### src/rtl/dram_seq_pkg.sv
package dram_seq_pkg;
   typedef enum logic [3:0] {
      ST_IDLE,
      ST_ROW_SU,
      ST_RAS_LO,
      ST_COL_SU,
      ST_WE_LO,
      ST_CAS_LO,
      ST_WE_REL,
      ST_RAS_REL,
      ST_PRE
   } seq_state_t;
endpackage

### src/rtl/seq_phase_timer.sv
module seq_phase_timer #(
   parameter int CNT_W = 4
) (
   input  logic             clk,
   input  logic             rst_n,
   input  logic             load,
   input  logic [CNT_W-1:0] load_val,
   output logic             last
);
   logic [CNT_W-1:0] cnt;

   always_ff @(posedge clk or negedge rst_n) begin
      if (!rst_n)           cnt <= '0;
      else if (load)        cnt <= load_val;
      else if (cnt != '0)   cnt <= cnt - 1'b1;
   end

   assign last = (cnt == '0);
endmodule

### src/rtl/seq_fsm.sv
module seq_fsm
   import dram_seq_pkg::*;
#(
   parameter int CNT_W = 4,
   parameter int T_ASU = 1,
   parameter int T_RCD = 2,
   parameter int T_CAS = 2,
   parameter int T_PRE = 2
) (
   input  logic             clk,
   input  logic             rst_n,
   input  logic             req_valid,
   input  logic             op_write,
   input  logic             tmr_last,
   output seq_state_t       state,
   output logic             accept,
   output logic             tmr_load,
   output logic [CNT_W-1:0] tmr_val
);
   localparam logic [CNT_W-1:0] LD_ASU = CNT_W'(T_ASU - 1);
   localparam logic [CNT_W-1:0] LD_RCD = CNT_W'(T_RCD - 1);
   localparam logic [CNT_W-1:0] LD_CAS = CNT_W'(T_CAS - 1);
   localparam logic [CNT_W-1:0] LD_PRE = CNT_W'(T_PRE - 1);

   seq_state_t nxt;

   assign accept = (state == ST_IDLE) && req_valid;

   always_comb begin
      nxt      = state;
      tmr_load = 1'b0;
      tmr_val  = '0;
      unique case (state)
         ST_IDLE: if (req_valid) begin
            nxt = ST_ROW_SU; tmr_load = 1'b1; tmr_val = LD_ASU;
         end
         ST_ROW_SU: if (tmr_last) begin
            nxt = ST_RAS_LO; tmr_load = 1'b1; tmr_val = LD_RCD;
         end
         ST_RAS_LO: if (tmr_last) begin
            nxt = ST_COL_SU; tmr_load = 1'b1; tmr_val = LD_ASU;
         end
         ST_COL_SU: if (tmr_last) begin
            tmr_load = 1'b1;
            if (op_write) begin nxt = ST_WE_LO;  tmr_val = LD_ASU; end
            else          begin nxt = ST_CAS_LO; tmr_val = LD_CAS; end
         end
         ST_WE_LO: if (tmr_last) begin
            nxt = ST_CAS_LO; tmr_load = 1'b1; tmr_val = LD_CAS;
         end
         ST_CAS_LO: if (tmr_last) begin
            tmr_load = 1'b1;
            if (op_write) begin nxt = ST_WE_REL; tmr_val = '0; end
            else          begin nxt = ST_PRE;    tmr_val = LD_PRE; end
         end
         ST_WE_REL: begin
            nxt = ST_RAS_REL; tmr_load = 1'b1; tmr_val = '0;
         end
         ST_RAS_REL: begin
            nxt = ST_PRE; tmr_load = 1'b1; tmr_val = LD_PRE;
         end
         ST_PRE: if (tmr_last) nxt = ST_IDLE;
         default: nxt = ST_IDLE;
      endcase
   end

   always_ff @(posedge clk or negedge rst_n) begin
      if (!rst_n) state <= ST_IDLE;
      else        state <= nxt;
   end
endmodule

### src/rtl/seq_rd_capture.sv
module seq_rd_capture (
   input  logic clk,
   input  logic rst_n,
   input  logic sample,
   input  logic q_in,
   output logic rd_bit
);
   always_ff @(posedge clk or negedge rst_n) begin
      if (!rst_n)      rd_bit <= 1'b0;
      else if (sample) rd_bit <= q_in;
   end
endmodule

### src/rtl/dram_strobe_seq.sv
module dram_strobe_seq
   import dram_seq_pkg::*;
#(
   parameter int ADDR_W = 10,
   parameter int CNT_W  = 4,
   parameter int T_ASU  = 1,
   parameter int T_RCD  = 2,
   parameter int T_CAS  = 2,
   parameter int T_PRE  = 2
) (
   input  logic              clk,
   input  logic              rst_n,
   input  logic              req_valid,
   input  logic              req_write,
   input  logic [ADDR_W-1:0] req_row,
   input  logic [ADDR_W-1:0] req_col,
   input  logic              req_wdata,
   output logic              busy,
   output logic              done,
   output logic              rd_data,
   output logic [ADDR_W-1:0] dram_addr,
   output logic              dram_ras_n,
   output logic              dram_cas_n,
   output logic              dram_we_n,
   output logic              dram_d,
   input  logic              dram_q
);
   localparam int CNT_MAX = (1 << CNT_W);

   generate
      if (T_ASU < 1 || T_ASU > CNT_MAX) begin : g_bad_asu
         $error("T_ASU out of range");
      end
      if (T_RCD < 1 || T_RCD > CNT_MAX) begin : g_bad_rcd
         $error("T_RCD out of range");
      end
      if (T_CAS < 1 || T_CAS > CNT_MAX) begin : g_bad_cas
         $error("T_CAS out of range");
      end
      if (T_PRE < 1 || T_PRE > CNT_MAX) begin : g_bad_pre
         $error("T_PRE out of range");
      end
      if (ADDR_W < 1) begin : g_bad_aw
         $error("ADDR_W must be positive");
      end
   endgenerate

   seq_state_t       state;
   logic             accept, tmr_load, tmr_last;
   logic [CNT_W-1:0] tmr_val;
   logic [ADDR_W-1:0] row_q, col_q;
   logic             wr_q, wbit_q;
   logic             col_phase, ras_low, cas_low, we_low;

   always_ff @(posedge clk or negedge rst_n) begin
      if (!rst_n) begin
         row_q  <= '0;
         col_q  <= '0;
         wr_q   <= 1'b0;
         wbit_q <= 1'b0;
      end else if (accept) begin
         row_q  <= req_row;
         col_q  <= req_col;
         wr_q   <= req_write;
         wbit_q <= req_wdata;
      end
   end

   seq_fsm #(
      .CNT_W(CNT_W), .T_ASU(T_ASU), .T_RCD(T_RCD), .T_CAS(T_CAS), .T_PRE(T_PRE)
   ) u_fsm (
      .clk(clk), .rst_n(rst_n), .req_valid(req_valid), .op_write(wr_q),
      .tmr_last(tmr_last), .state(state), .accept(accept),
      .tmr_load(tmr_load), .tmr_val(tmr_val)
   );

   seq_phase_timer #(.CNT_W(CNT_W)) u_tmr (
      .clk(clk), .rst_n(rst_n), .load(tmr_load), .load_val(tmr_val), .last(tmr_last)
   );

   seq_rd_capture u_cap (
      .clk(clk), .rst_n(rst_n),
      .sample((state == ST_CAS_LO) && tmr_last && !wr_q),
      .q_in(dram_q), .rd_bit(rd_data)
   );

   always_comb begin
      col_phase = state inside {ST_COL_SU, ST_WE_LO, ST_CAS_LO, ST_WE_REL, ST_RAS_REL};
      ras_low   = state inside {ST_RAS_LO, ST_COL_SU, ST_WE_LO, ST_CAS_LO, ST_WE_REL};
      cas_low   = state inside {ST_CAS_LO, ST_WE_REL, ST_RAS_REL};
      we_low    = (state == ST_WE_LO) || ((state == ST_CAS_LO) && wr_q);
   end

   assign dram_addr  = col_phase ? col_q : row_q;
   assign dram_ras_n = ~ras_low;
   assign dram_cas_n = ~cas_low;
   assign dram_we_n  = ~we_low;
   assign dram_d     = wr_q && (ras_low || cas_low) ? wbit_q : 1'b0;
   assign busy       = (state != ST_IDLE);
   assign done       = (state == ST_PRE) && tmr_last;
endmodule

### config.mk
export PLATFORM = sky130hd
export DESIGN_NAME = dram_strobe_seq
export DESIGN_NICKNAME = d
export VERILOG_FILES = /design/src/rtl/dram_seq_pkg.sv /design/src/rtl/seq_phase_timer.sv /design/src/rtl/seq_fsm.sv /design/src/rtl/seq_rd_capture.sv /design/src/rtl/dram_strobe_seq.sv
export SDC_FILE = /design/constraint.sdc
export NUM_CORES = 1
export LEC_CHECK = 0
export ABC_AREA = 1
export BUFFER_PORTS_ARGS = -buffer_cell sky130_fd_sc_hd__buf_2
export CORE_AREA = 2 2 86 55
export DETAILED_ROUTE_END_ITERATION = 16
export DIE_AREA = 0 0 88 57
export PLACE_DENSITY = 0.68
export SYNTH_ARGS = -nofsm -noshare
export SYNTH_HDL_FRONTEND = slang
export SYNTH_HIERARCHICAL = 1
export SYNTH_SLANG_ARGS = --single-unit
### constraint.sdc
create_clock -name clk -period 2 [get_ports clk]
set_input_delay 0.1 -clock clk [delete_from_list [all_inputs] [get_ports clk]]
set_output_delay 0.1 -clock clk [all_outputs]
set_load 0.02 [all_outputs]
# Word-level counts from Yosys, hierarchy flattened
# Cells that the tools add are included.
# totals
wordCells,69
out_inout_bits,17
in_bits,26
reg_bits,31
# classes
bitwise_logic,3
n_reduce_logical,22
muxes,21
add_sub_neg,1
eq_ne,15
# ops
op,n
2-to-1 mux 4 bit,11
one-hot mux 4 bit (9 select lines),1
"== test 4 x 3 -> 1 bit, second input constant",4
"inequality test 2 bit, second input constant",7
one-hot mux 4 bit (3 select lines),1
2-to-1 mux 10 bit,1
nonzero test 5 bit,2
"== test 4 x 2 -> 1 bit, second input constant",2
logical NOT 4 bit,2
nonzero test 4 bit,2
AND reduction 7 bit,1
logical AND 1 bit,6
2-to-1 mux 1 bit,6
OR reduction 2 bit,3
OR reduction 5 bit,1
"== test 4 x 1 -> 1 bit, second input constant",1
"== test 4 bit, second input constant",1
"subtractor 4 x 1 -> 4 bit, second input constant",1
NOT 1 bit,3
one-hot mux 1 bit (3 select lines),1
nonzero test 3 bit,1
logical OR 1 bit,2
nonzero test 2 bit,1
logical NOT 1 bit,1

# Depth between registers and ports, before layout
# Gate-level depths: netlist of run 1.
# depth
word_depth,5
mapped_depth,11

# By module
# Netlist of run 1, hierarchy kept.
# modules_own_cells
mod,area_per_inst_um2,n_inst,cells_per_inst,seq_area_each_um2
dram_strobe_seq,1108.6,1,149,550.5
seq_fsm,452.9,1,72,100.1
seq_phase_timer,242.7,1,34,100.1
seq_rd_capture,40.0,1,5,25.0

# Least setup slack after synthesis of run 1
# No wires, ideal clock.
# synth_timing
kind,reg2reg
start,reg u_fsm.state[0]
end,reg u_tmr.cnt[3]
arrival_time_ps,1407
n_path_buf,0
path_stages_with_launch,12
setup_slack_ps,476
period_less_slack_ps,1524
cell_sequence,dfrtp_1 > inv_2 > nor2_2 > inv_1 > o21ai_0 > o21ai_1 > nand3_1 > inv_1 > nand2_1 > inv_1 > nand2_1 > nand2_1
# synth_between
elab_chain_cells,4
word_cells_on_any_way,16
# synth_lines
element,line_no,text
from (decl),seq_fsm.sv:15,"output seq_state_t state,"
from (signal assigned),seq_fsm.sv:69,else state <= nxt;
== test 4 x 2 -> 1 bit (tied with other cells),seq_fsm.sv:33,unique case (state)
OR reduction 5 bit (no line) / OR reduction 2 bit (equally long branches),-,
one-hot mux 1 bit (3 select lines) *,seq_fsm.sv:33,
net tmr_load,dram_strobe_seq.sv:49,"logic accept, tmr_load, tmr_last;"
2-to-1 mux 4 bit / nonzero test 2 bit (equally long branches),-,
to (signal assigned),seq_phase_timer.sv:14,else if (load) cnt <= load_val;
to (signal assigned),seq_phase_timer.sv:15,else if (cnt != '0) cnt <= cnt - 1'b1;
to (decl),seq_phase_timer.sv:10,logic [CNT_W-1:0] cnt;
# Mark *: on every way through the listed nets, which the timed path passes. The rest lies on a longest branch.
# A chain may end at the register's enable or synchronous reset.

# Worst setup path in the final report of run 1
# Ends and elaborated chain as after synthesis.

==> tab_implementation.tex, run 1 <==
\begin{tabular}{lr}
\hline
Metric & Value \\
\hline
\multicolumn{2}{l}{\textbf{Detailed routing}} \\
\# DRC & 0 \\
Met2 wire len & 1.704 mm \\
Routed length on met1 & 2.117 mm \\
Final antenna-violating net count & 0 \\
Mean routed wirelength per cell & 11.01 um \\
Number of violations reported at the end of detailed-routing iteration 0 & 119 \\
Pre-antenna DRT Iters & 4 \\
Routed via count & 1673 \\
Detailed route wirelength on metal3 & 205 um \\
Wirelength, routed & 4.053 mm \\
Average vias per placed instance & 4.546 \\
Highest routed metal layer & met4 \\
\multicolumn{2}{l}{\textbf{Worst setup path}} \\
Library cell contributing the largest single delay on the critical path & sky130\_fd\_sc\_hd\_\_dfrtp\_1 \\
Nature of the critical path startpoint & flip-flop \\
Critical path, cell by cell & inv\_2 > nor2\_2 > inv\_1 > o21ai\_0 > o21ai\_1 > nand3\_1 > inv\_1 > nand2\_1 > inv\_1 > nand2\_1 > nand2\_1 \\
Family with the most delay on the worst path & simple AND/OR/NAND/NOR gates \\
Maximum single-stage delay on the critical path & 0.54 ns \\
Worst setup EP type & flip-flop \\
Worst Path Max Fanout & 8 \\
Setup Crit Path Kind & reg -> reg \\
Arrival @ worst endpoint & 1.97 ns \\
Required time of the critical path & 2.17 ns \\
Count of buffer and inverter cells on the critical path & 4 \\
\multicolumn{2}{l}{\textbf{Power and ir drop}} \\
Net switching share of the total power & 49.28\% \\
Leakage power figure & 1.183 nW \\
Part of the power in registers & 31.3\% \\
Part of the power in combinational logic & 55.6\% \\
Peak VDD IR & 574.8 uV \\
Internal power summed over all cells & 1.929 mW \\
Part of the power in the clock network & 13.1\% \\
Power consumption & 3.803 mW \\
Power Dens Cells & 1725 mW/mm2 \\
Sw power & 1.874 mW \\
\multicolumn{2}{l}{\textbf{Timing}} \\
Final TNS setup & 0 ns \\
Part of the cycle the worst path needs & 89.66\% \\
Actual transition at the worst max-transition pin & 0.6914 ns \\
Rel. slew slack & 53.91\% \\
Final number of hold-violating endpoints & 0 \\
Final Critical Period & 1.793 ns \\
Final count of pins violating max slew & 0 \\
Clock tree skew after final layout & 0.006593 ns \\
Worst hold slack & 0.02388 ns \\
Setup Viol. Count Final & 0 \\
Maximum operating frequency & 557.7 MHz \\
Unrepaired setup endpoints after global routing & no \\
\multicolumn{2}{l}{\textbf{Yosys}} \\
Number of synthesized register bits & 31 \\
Post-synthesis cell type count & 23 \\
Sequential element share of the synthesized area & 42.06\% \\
Netlist area before placement & 0.001844 mm2 \\
Mapped Cells & 260 \\
Yosys top cell area share & 42.06\% \\
Fraction of registers with async set/reset & 100.0\% \\
Post-synth EDFFs & 0 \\
Most common cell in the netlist & sky130\_fd\_sc\_hd\_\_nand2\_1 \\
Mapped Avg Cell Area & 7.093 um2 \\
Most common flop cell mapped by yosys & sky130\_fd\_sc\_hd\_\_dfrtp\_1 \\
Warning count from the yosys run & 6 \\
Most area-consuming cells after synthesis & sky130\_fd\_sc\_hd\_\_dfrtp\_1 (42\%), sky130\_fd\_sc\_hd\_\_nand2\_1 (16\%), sky130\_fd\_sc\_hd\_\_o21ai\_0 (8.4\%) \\
Yosys top cell by area & sky130\_fd\_sc\_hd\_\_dfrtp\_1 \\
Top cells by instance count after synthesis & sky130\_fd\_sc\_hd\_\_nand2\_1 (81), sky130\_fd\_sc\_hd\_\_inv\_1 (41), sky130\_fd\_sc\_hd\_\_dfrtp\_1 (31), sky130\_fd\_sc\_hd\_\_o21ai\_0 (31), sky130\_fd\_sc\_hd\_\_nand3\_1 (29) \\
\multicolumn{2}{l}{\textbf{Clock tree}} \\
Number of buffers inserted by post-CTS setup repair & 0 \\
CTS Root Buffer Type & sky130\_fd\_sc\_hd\_\_clkbuf\_8 \\
Deepest clock path buffer count & 2 \\
Total CTS buffers & 5 \\
Clock sink count & 31 \\
CTS tree & yes \\
CTS clk-pin slew, worst paths & 0.07 ns \\
Number of levels the H-tree was split into & 2 \\
Skew-Pair Late Insertion Delay & 0.28 ns \\
\multicolumn{2}{l}{\textbf{Placement}} \\
I/O Buffers & 42 \\
Total half-perimeter wirelength after legalization and detailed placement & 2.999 mm \\
RePlAce Congestion & 0.9339 \\
Placed cell area & 0.002106 mm2 \\
\multicolumn{2}{l}{\textbf{Global route}} \\
Total routing usage reported by global routing & 17.07\% \\
Initial antenna violation count & 0 \\
Largest net degree at the start of global routing & 43 \\
Final global-route overflow total & 0 \\
Number of global-route vias before repair & 1533 \\
First-pass GRT wire length & 6.741 mm \\
\multicolumn{2}{l}{\textbf{Final layout}} \\
Count of antenna diodes in the layout & 0 \\
Fraction of layout instances using a drive strength above 1 & 22.62\% \\
Design area & 0.002205 mm2 \\
Filler Cells Inserted & 441 \\
Utilization after layout & 51.24\% \\
Synth-to-Final Area Change & 19.54\% \\
NumNets Final & 332 \\
\multicolumn{2}{l}{\textbf{Min path}} \\
Class of the tightest hold or removal check & in -> reg \\
\multicolumn{2}{l}{\textbf{Floorplan}} \\
Initial Util & 42.86\% \\
Die Span Y & 57 um \\
Die Footprint & 0.005016 mm2 \\
Number of core rows & 19 \\
Number of top-level pins & 43 \\
Width of the chip & 88 um \\
Core footprint & 0.004303 mm2 \\
\multicolumn{2}{l}{\textbf{Flow run}} \\
Max-cap violations & 0 \\
\multicolumn{2}{l}{\textbf{Run status}} \\
Outcome & finished clean \\
\hline
\end{tabular}
## repair_timing
| item | 4_1_cts | 5_1_grt |
|---|---|---|
| hold buffers | 1 | 0 |
| gates resized for setup | 0 | 1 |
| hold endpoints to repair | 31 | 0 |
| setup endpoints to repair | 0 | 10 |
## layout by cell type (no fill, tap or decap)
master / n
sky130_fd_sc_hd__buf_2: 42
sky130_fd_sc_hd__o21ai_1: 1
sky130_fd_sc_hd__clkinv_2: 1
sky130_fd_sc_hd__xnor2_1: 1
sky130_fd_sc_hd__inv_1: 41
sky130_fd_sc_hd__nor2_1: 12
sky130_fd_sc_hd__nand2_2: 4
sky130_fd_sc_hd__o21ai_0: 31
sky130_fd_sc_hd__nor2_4: 5
sky130_fd_sc_hd__dlygate4sd3_1: 1
sky130_fd_sc_hd__a21oi_1: 3
sky130_fd_sc_hd__nand3_2: 2
sky130_fd_sc_hd__dfrtp_1: 30
sky130_fd_sc_hd__nand3_1: 29
sky130_fd_sc_hd__conb_1: 3
sky130_fd_sc_hd__nand2_1: 81
sky130_fd_sc_hd__buf_12: 1
sky130_fd_sc_hd__o211a_1: 1
sky130_fd_sc_hd__nor2_2: 3
sky130_fd_sc_hd__inv_2: 1
sky130_fd_sc_hd__clkbuf_8: 6
sky130_fd_sc_hd__ha_1: 1
sky130_fd_sc_hd__dfrtp_2: 1
sky130_fd_sc_hd__nand2_4: 1
sky130_fd_sc_hd__nor3_1: 1
sky130_fd_sc_hd__buf_4: 2
## power groups by stage
stage / Sequential [mW] / Clock [mW] / Combinational, mW
floorplan: 1.14 / 0 / 1.61
global placement: 1.18 / 0 / 2.09
detailed placement: 1.19 / 0 / 2.11
CTS: 1.18 / 0.508 / 2.12
global route: 1.23 / 0.539 / 2.40
finish: 1.19 / 0.499 / 2.11
## per-layer routing
layer	vias to the layer above	global-route usage (%)
met5	-	0
met4	0	4.615
met3	6	4.197
met2	43	23.70
met1	736	26.43
li1	888	-
## area by class of cell
class	instances	area [um2]	share of cell area, %
multi-input combinational	179	848.3	38.48
timing repair buffer	46	255.2	11.58
clock buffer	6	82.58	3.746
tap	63	78.83	3.575
inverter	42	157.7	7.151
sequential	31	777.0	35.24
clock inverter	1	5.005	0.2270
## cells by family after synthesis
kind of cell / Yosys count / synth area share [%]
other: 1 / 0.2033
and+or+nand+nor: 138 / 34.19
xor gates and xnor gates: 1 / 0.4750
AOI/OAI and AO/OA: 36 / 10.04
DFF: 31 / 42.06
adders and majority gates: 1 / 0.6783
buffers and inverters: 52 / 12.35
## worst paths after layout
| kind | depth (start not counted) | to | startpoint | slack (ns) |
|---|---|---|---|---|
| max in group asynchronous | 2 | u_fsm/state[1] | rst_n | 1.12 |
| worst min register to register | 2 | u_cap/rd_bit | u_cap/rd_bit | 0.47 |
| worst max-delay path | 11 | u_tmr/cnt[3] | u_fsm/state[0] | 0.21 |
| min in group asynchronous | 2 | row_q[4] | rst_n | 0.40 |
| worst max register to register | 11 | u_tmr/cnt[3] | u_fsm/state[0] | 0.21 |
| worst min-delay path | 3 | col_q[1] | req_col[1] | 0.02 |
## through the flow
stage,instances,setup WS [ns]
final,368,0.2069
after global routing,368,0.06091
after CTS,368,0.1168
after detailed placement,360,0.1991
after global placement,360,0.2364
after floorplan,262,0.4764
## sequential cells by signal (all words and copies together) (netlist names)
| name | count |
|---|---|
| wbit_q | 1 |
| u_fsm/state | 4 |
| u_cap/rd_bit | 1 |
| wr_q | 1 |
| row_q | 10 |
| u_tmr/cnt | 4 |
| col_q | 10 |
## worst register-to-register path, cell delays in order, from the launching register on
cell	delay (ns)
sky130_fd_sc_hd__dfrtp_1	0.54
sky130_fd_sc_hd__inv_2	0.07
sky130_fd_sc_hd__nor2_2	0.18
sky130_fd_sc_hd__inv_1	0.08
sky130_fd_sc_hd__o21ai_0	0.19
sky130_fd_sc_hd__o21ai_1	0.08
sky130_fd_sc_hd__nand3_1	0.20
sky130_fd_sc_hd__inv_1	0.11
sky130_fd_sc_hd__nand2_1	0.10
sky130_fd_sc_hd__inv_1	0.04
sky130_fd_sc_hd__nand2_1	0.05
sky130_fd_sc_hd__nand2_1	0.04
Note: power is estimated with default switching activity, not from simulation.
==> inputs of run 2 (changes only) <==
PLACE_DENSITY = 0.67   (was 0.68)
==> run 2 against run 1 <==
Compared with the run above: first-iteration DRC count up 32%; power up 5.2%; sequential share of layout area is 0.74 points lower; routed wire length is 2.2% higher; sequential power is essentially flat; critical path type is now reg -> out; critical endpoint is now dram_addr[1]; largest cell class unchanged.
==> tab_implementation.tex, run 2 (synthesized netlist as in run 1, its figures left out) <==
\begin{tabular}{lr}
\hline
Metric & Value \\
\hline
\multicolumn{2}{l}{\textbf{Run status}} \\
Outcome & finished clean \\
\multicolumn{2}{l}{\textbf{Power and ir drop}} \\
Part of the power in registers & 29.0\% \\
Power Dens Cells & 1779 mW/mm2 \\
Leakage power figure & 1.209 nW \\
Sw power & 1.913 mW \\
Peak VDD IR & 678.2 uV \\
Internal power summed over all cells & 2.087 mW \\
Part of the power in combinational logic & 54.9\% \\
Part of the power in the clock network & 16.1\% \\
Net switching share of the total power & 47.83\% \\
\multicolumn{2}{l}{\textbf{Final layout}} \\
Flip-flop and latch area & 775.7 um2 \\
Commonest non-fill, non-tap cells in the layout & sky130\_fd\_sc\_hd\_\_nand2\_1 (81), sky130\_fd\_sc\_hd\_\_buf\_2 (42), sky130\_fd\_sc\_hd\_\_inv\_1 (41), sky130\_fd\_sc\_hd\_\_o21ai\_0 (31), sky130\_fd\_sc\_hd\_\_dfrtp\_1 (31) \\
Fin cells & 371 \\
Area taken by multi-input logic gates & 848.3 um2 \\
Most common cell after layout, fill and taps aside & sky130\_fd\_sc\_hd\_\_nand2\_1 \\
Fraction of layout instances using a drive strength above 1 & 23.05\% \\
Filler Cells Inserted & 440 \\
Count of antenna diodes in the layout & 0 \\
NumNets Final & 334 \\
Synth-to-Final Area Change & 21.91\% \\
Largest registers & col\_q x10, row\_q x10 \\
\multicolumn{2}{l}{\textbf{Detailed routing}} \\
Pre-antenna DRT Iters & 4 \\
\# DRC & 0 \\
Average vias per placed instance & 4.617 \\
Wirelength, routed & 4.144 mm \\
Routed via count & 1713 \\
Mean routed wirelength per cell & 11.17 um \\
Number of violations reported at the end of detailed-routing iteration 0 & 157 \\
Final antenna-violating net count & 0 \\
\multicolumn{2}{l}{\textbf{Clock tree}} \\
Total CTS buffers & 5 \\
Number of buffers inserted by post-CTS setup repair & 0 \\
CTS Root Buffer Type & sky130\_fd\_sc\_hd\_\_clkbuf\_8 \\
CTS tree & yes \\
Hold Buf Count CTS & 1 \\
Number of levels the H-tree was split into & 2 \\
Skew-Pair Late Insertion Delay & 0.28 ns \\
Clock sink count & 31 \\
Number of gates resized after cts & 0 \\
Deepest clock path buffer count & 2 \\
CTS clk-pin slew, worst paths & 0.07 ns \\
\multicolumn{2}{l}{\textbf{Min path}} \\
Class of the tightest hold or removal check & in -> reg \\
\multicolumn{2}{l}{\textbf{Floorplan}} \\
Die Span Y & 57 um \\
Number of core rows & 19 \\
Die Footprint & 0.005016 mm2 \\
Width of the chip & 88 um \\
Initial Util & 42.86\% \\
Core footprint & 0.004303 mm2 \\
Number of top-level pins & 43 \\
\multicolumn{2}{l}{\textbf{Worst setup path}} \\
Worst Path Max Fanout & 10 \\
Required time of the critical path & 1.90 ns \\
Worst setup EP type & output port \\
Setup Crit Path Kind & reg -> out \\
Setup slack on the worst flop-to-flop path & 0.22 ns \\
Arrival @ worst endpoint & 1.77 ns \\
Nature of the critical path startpoint & flip-flop \\
\multicolumn{2}{l}{\textbf{Timing}} \\
Final number of hold-violating endpoints & 0 \\
Rel. slew slack & 55.20\% \\
Maximum operating frequency & 535.0 MHz \\
Worst hold slack & 0.02184 ns \\
Clock tree skew after final layout & 0.003833 ns \\
Unrepaired setup endpoints after global routing & no \\
Setup slack of the critical path after layout & 0.1308 ns \\
Actual transition at the worst max-transition pin & 0.6720 ns \\
Part of the cycle the worst path needs & 93.46\% \\
Setup Viol. Count Final & 0 \\
Final count of pins violating max slew & 0 \\
Final TNS setup & 0 ns \\
Final Critical Period & 1.869 ns \\
\multicolumn{2}{l}{\textbf{Flow run}} \\
Max-cap violations & 0 \\
\multicolumn{2}{l}{\textbf{Global route}} \\
First-pass GRT wire length & 6.679 mm \\
Final global-route overflow total & 0 \\
Total routing usage reported by global routing & 17.36\% \\
Number of global-route vias before repair & 1434 \\
Initial antenna violation count & 0 \\
Largest net degree at the start of global routing & 45 \\
\multicolumn{2}{l}{\textbf{Placement}} \\
Total half-perimeter wirelength after legalization and detailed placement & 3.019 mm \\
I/O Buffers & 42 \\
Pre-CTS setup slack & 0.2635 ns \\
Placed cell count & 362 \\
RePlAce Congestion & 0.9520 \\
\hline
\end{tabular}
-- run 2: area by class of cell --
type                       count  area share (%)
clock inverter                 2           1.558
inverter                      42           7.012
tap                           63           3.506
sequential                    31           34.50
multi-input combinational    179           37.73
timing repair buffer          48           12.02
clock buffer                   6           3.673
-- run 2: metal layers --
metal | global-route usage [%] | vias up | wire length [um]
li1 | - | 892 | -
met1 | 27.07 | 737 | 2036
met2 | 23.27 | 79 | 1680
met3 | 5.210 | 5 | 390
met4 | 4.615 | 0 | 36
met5 | 0 | - | 0
-- run 2: through the flow --
step | cell area, um2 | util, % | total power [mW]
floorplan | 1852 | - | 2.750
global placement | 2121 | 49.29 | 3.327
detailed placement | 2121 | 49.29 | 3.342
CTS | 2248 | 52.25 | 4.005
global route | 2248 | 52.25 | 4.370
finish | 2248 | 52.25 | 4.000
-- run 2: worst max-delay path, stage by stage, from the launching register on --
cell and delay, ns:
sky130_fd_sc_hd__dfrtp_1 0.49, sky130_fd_sc_hd__buf_4 0.22, sky130_fd_sc_hd__nand2_2 0.07, sky130_fd_sc_hd__nand2_2 0.17, sky130_fd_sc_hd__nand2_2 0.20, sky130_fd_sc_hd__nand2_1 0.12, sky130_fd_sc_hd__nand2_1 0.06, sky130_fd_sc_hd__buf_2 0.15
-- run 2: power groups by stage --
stage               sequential (mW)  clock [mW]  combinational [mW]
finish                         1.16       0.645                2.20
global route                   1.20       0.679                2.49
CTS                            1.16       0.655                2.19
detailed placement             1.16           0                2.18
global placement               1.16           0                2.17
floorplan                      1.14           0                1.61
-- run 2: path summary, 6_finish.rpt --
path	from	cells after the start	to
setup / recovery	u_fsm/state[1]	7	dram_addr[1]
min in group asynchronous	rst_n	2	row_q[5]
hold reg to reg	u_cap/rd_bit	2	u_cap/rd_bit
hold / removal	req_row[3]	3	row_q[3]
setup reg to reg	u_tmr/cnt[0]	11	u_fsm/state[2]
max in group asynchronous	rst_n	2	u_tmr/cnt[0]
==> inputs of run 3 (changes only) <==
SETUP_SLACK_MARGIN = 0.4   (was unset)
SKIP_CTS_REPAIR_TIMING = 1   (was unset)
==> run 3 against run 2 <==
Compared with the run above: flip-flop and latch count unchanged; routed wire length increased by 28%; sequential share of layout area decreased by 5.1 points; worst setup slack better by 0.24 ns; clock-buffer cell count unchanged; combinational power up 40%; utilization is 9.5 points higher; register-to-register slack better by 0.15 ns; via count is 11% higher; final area is 18% higher; global-route usage barely moved; power rose by 22%; largest power group unchanged.
==> tab_implementation.tex, run 3 (synthesized netlist as in run 1, its figures left out) <==
\begin{tabular}{lr}
\hline
Metric & Value \\
\hline
\multicolumn{2}{l}{\textbf{Timing}} \\
Final number of hold-violating endpoints & 0 \\
Unrepaired setup endpoints after global routing & yes \\
Actual transition at the worst max-transition pin & 0.6918 ns \\
Rel. slew slack & 53.88\% \\
Maximum operating frequency & 612.4 MHz \\
Clock tree skew after final layout & 0.002093 ns \\
Final count of pins violating max slew & 0 \\
Setup Viol. Count Final & 0 \\
Final TNS setup & 0 ns \\
Setup slack of the critical path after layout & 0.3671 ns \\
Part of the cycle the worst path needs & 81.65\% \\
Final Critical Period & 1.633 ns \\
\multicolumn{2}{l}{\textbf{Worst setup path}} \\
Register-to-Register Path Depth & 9 \\
Critical path, cell by cell & buf\_4 > nor2\_4 > o211a\_1 > nor3\_2 > nor2\_1 > nand2\_1 > o21ai\_1 > nand2\_1 > o21ai\_1 \\
Setup Crit Path Kind & reg -> reg \\
Endpoint of the most critical register-to-register path & u\_tmr/cnt[0] \\
Worst Path Max Fanout & 8 \\
Maximum single-stage delay on the critical path & 0.45 ns \\
Nature of the critical path startpoint & flip-flop \\
Library cell contributing the largest single delay on the critical path & sky130\_fd\_sc\_hd\_\_dfrtp\_2 \\
Required time of the critical path & 2.21 ns \\
Arrival @ worst endpoint & 1.84 ns \\
Setup slack on the worst flop-to-flop path & 0.37 ns \\
Source of the worst register-to-register timing path & u\_fsm/state[3] \\
Worst setup EP type & flip-flop \\
\multicolumn{2}{l}{\textbf{Detailed routing}} \\
Routed via count & 1894 \\
Mean routed wirelength per cell & 13.30 um \\
\# DRC & 0 \\
Average vias per placed instance & 4.747 \\
Final antenna-violating net count & 0 \\
Pre-antenna DRT Iters & 4 \\
Wirelength, routed & 5.307 mm \\
Number of violations reported at the end of detailed-routing iteration 0 & 152 \\
\multicolumn{2}{l}{\textbf{Floorplan}} \\
Die Footprint & 0.005016 mm2 \\
Core footprint & 0.004303 mm2 \\
Initial Util & 42.86\% \\
Width of the chip & 88 um \\
Number of top-level pins & 43 \\
Die Span Y & 57 um \\
Number of core rows & 19 \\
\multicolumn{2}{l}{\textbf{Clock tree}} \\
CTS clk-pin slew, worst paths & 0.07 ns \\
Skew-Pair Late Insertion Delay & 0.28 ns \\
Deepest clock path buffer count & 2 \\
Total CTS buffers & 5 \\
Number of levels the H-tree was split into & 2 \\
CTS Root Buffer Type & sky130\_fd\_sc\_hd\_\_clkbuf\_8 \\
CTS tree & yes \\
Clock sink count & 31 \\
\multicolumn{2}{l}{\textbf{Final layout}} \\
Synth-to-Final Area Change & 44.03\% \\
Count of antenna diodes in the layout & 0 \\
Design area & 0.002656 mm2 \\
Largest registers & col\_q x10, row\_q x10 \\
Most common cell after layout, fill and taps aside & sky130\_fd\_sc\_hd\_\_nand2\_1 \\
Fraction of layout instances using a drive strength above 1 & 37.20\% \\
Fin cells & 399 \\
NumNets Final & 362 \\
Commonest non-fill, non-tap cells in the layout & sky130\_fd\_sc\_hd\_\_nand2\_1 (77), sky130\_fd\_sc\_hd\_\_buf\_2 (42), sky130\_fd\_sc\_hd\_\_inv\_1 (32), sky130\_fd\_sc\_hd\_\_o21ai\_0 (28), sky130\_fd\_sc\_hd\_\_dfrtp\_1 (27) \\
Utilization after layout & 61.73\% \\
\multicolumn{2}{l}{\textbf{Placement}} \\
Pre-CTS setup slack & 0.2635 ns \\
I/O Buffers & 42 \\
Total half-perimeter wirelength after legalization and detailed placement & 3.019 mm \\
RePlAce Congestion & 0.9520 \\
Placed cell count & 362 \\
Placed cell area & 0.002121 mm2 \\
\multicolumn{2}{l}{\textbf{Power and ir drop}} \\
Peak VDD IR & 734.2 uV \\
Power Dens Cells & 1837 mW/mm2 \\
Leakage power figure & 1.376 nW \\
\multicolumn{2}{l}{\textbf{Global route}} \\
Initial antenna violation count & 0 \\
Largest net degree at the start of global routing & 45 \\
Total routing usage reported by global routing & 17.39\% \\
Met2 track demand over resource & 23.27\% \\
Final global-route overflow total & 0 \\
Met3 GRT Util & 5.210\% \\
Most used routing layer in global routing & met1 \\
First-pass GRT wire length & 6.693 mm \\
Number of global-route vias before repair & 1435 \\
GR Util met1 & 27.16\% \\
\multicolumn{2}{l}{\textbf{Min path}} \\
Instance count along the most critical hold path & 3 \\
Class of the tightest hold or removal check & in -> reg \\
Hold\_sp & req\_col[3] \\
Hold endpoint & col\_q[3] \\
\multicolumn{2}{l}{\textbf{Flow run}} \\
Max-cap violations & 0 \\
\multicolumn{2}{l}{\textbf{Run status}} \\
Outcome & finished clean \\
\hline
\end{tabular}
run 3: worst max-delay path: cells and delay by family (launching register included):
family                 cells  cell delay, ns
DFF                        1            0.45
and+or+nand+nor            5            0.52
buffers and inverters      1            0.16
AOI/OAI and AO/OA          3            0.43
run 3: where the power goes:
| group | internal [mW] | switching [mW] | total, mW |
|---|---|---|---|
| Sequential | 0.940 | 0.224 | 1.16 |
| Combinational | 1.26 | 1.81 | 3.07 |
| Clock | 0.403 | 0.245 | 0.648 |
| Total | 2.60 | 2.28 | 4.88 |
run 3: per-stage QoR:
step / hold slack, ns / power (mW)
2_1_floorplan: -0.1956 / 2.750
3_3_place_gp: 0.1810 / 3.327
3_5_place_dp: 0.1840 / 3.342
4_1_cts: -0.1253 / 4.004
5_1_grt: 0.02642 / 5.237
6_report: 0.02326 / 4.878
run 3: worst max path at each step:
| stage | startpoint | end | slack, ns | depth (start not counted) |
|---|---|---|---|---|
| 2_1_floorplan | u_fsm/state[0] | u_tmr/cnt[3] | 0.48 | 11 |
| 5_1_grt | u_fsm/state[3] | u_tmr/cnt[0] | 0.26 | 9 |
| 4_1_cts | u_fsm/state[1] | dram_addr[0] | 0.15 | 7 |
| 3_5_place_dp | u_tmr/cnt[0] | u_fsm/state[2] | 0.26 | 11 |
| 3_3_place_gp | u_tmr/cnt[0] | u_fsm/state[2] | 0.33 | 11 |
| 6_report | u_fsm/state[3] | u_tmr/cnt[0] | 0.37 | 9 |
run 3: area by class of cell:
cell class | count | area [um2]
Multi-Input combinational cell | 179 | 953.4
Fill cell | 375 | 1647
Clock buffer | 6 | 82.58
Inverter | 42 | 166.4
Tap cell | 63 | 78.83
Timing Repair Buffer | 76 | 559.3
Clock inverter | 2 | 35.03
Sequential cell | 31 | 780.7
run 3: layer usage:
metal  routed length (um)  part of all wire (%)
met3                  345                   6.5
met2                 2404                    45
met5                    0                     0
met4                   92                   1.7
met1                 2465                    46
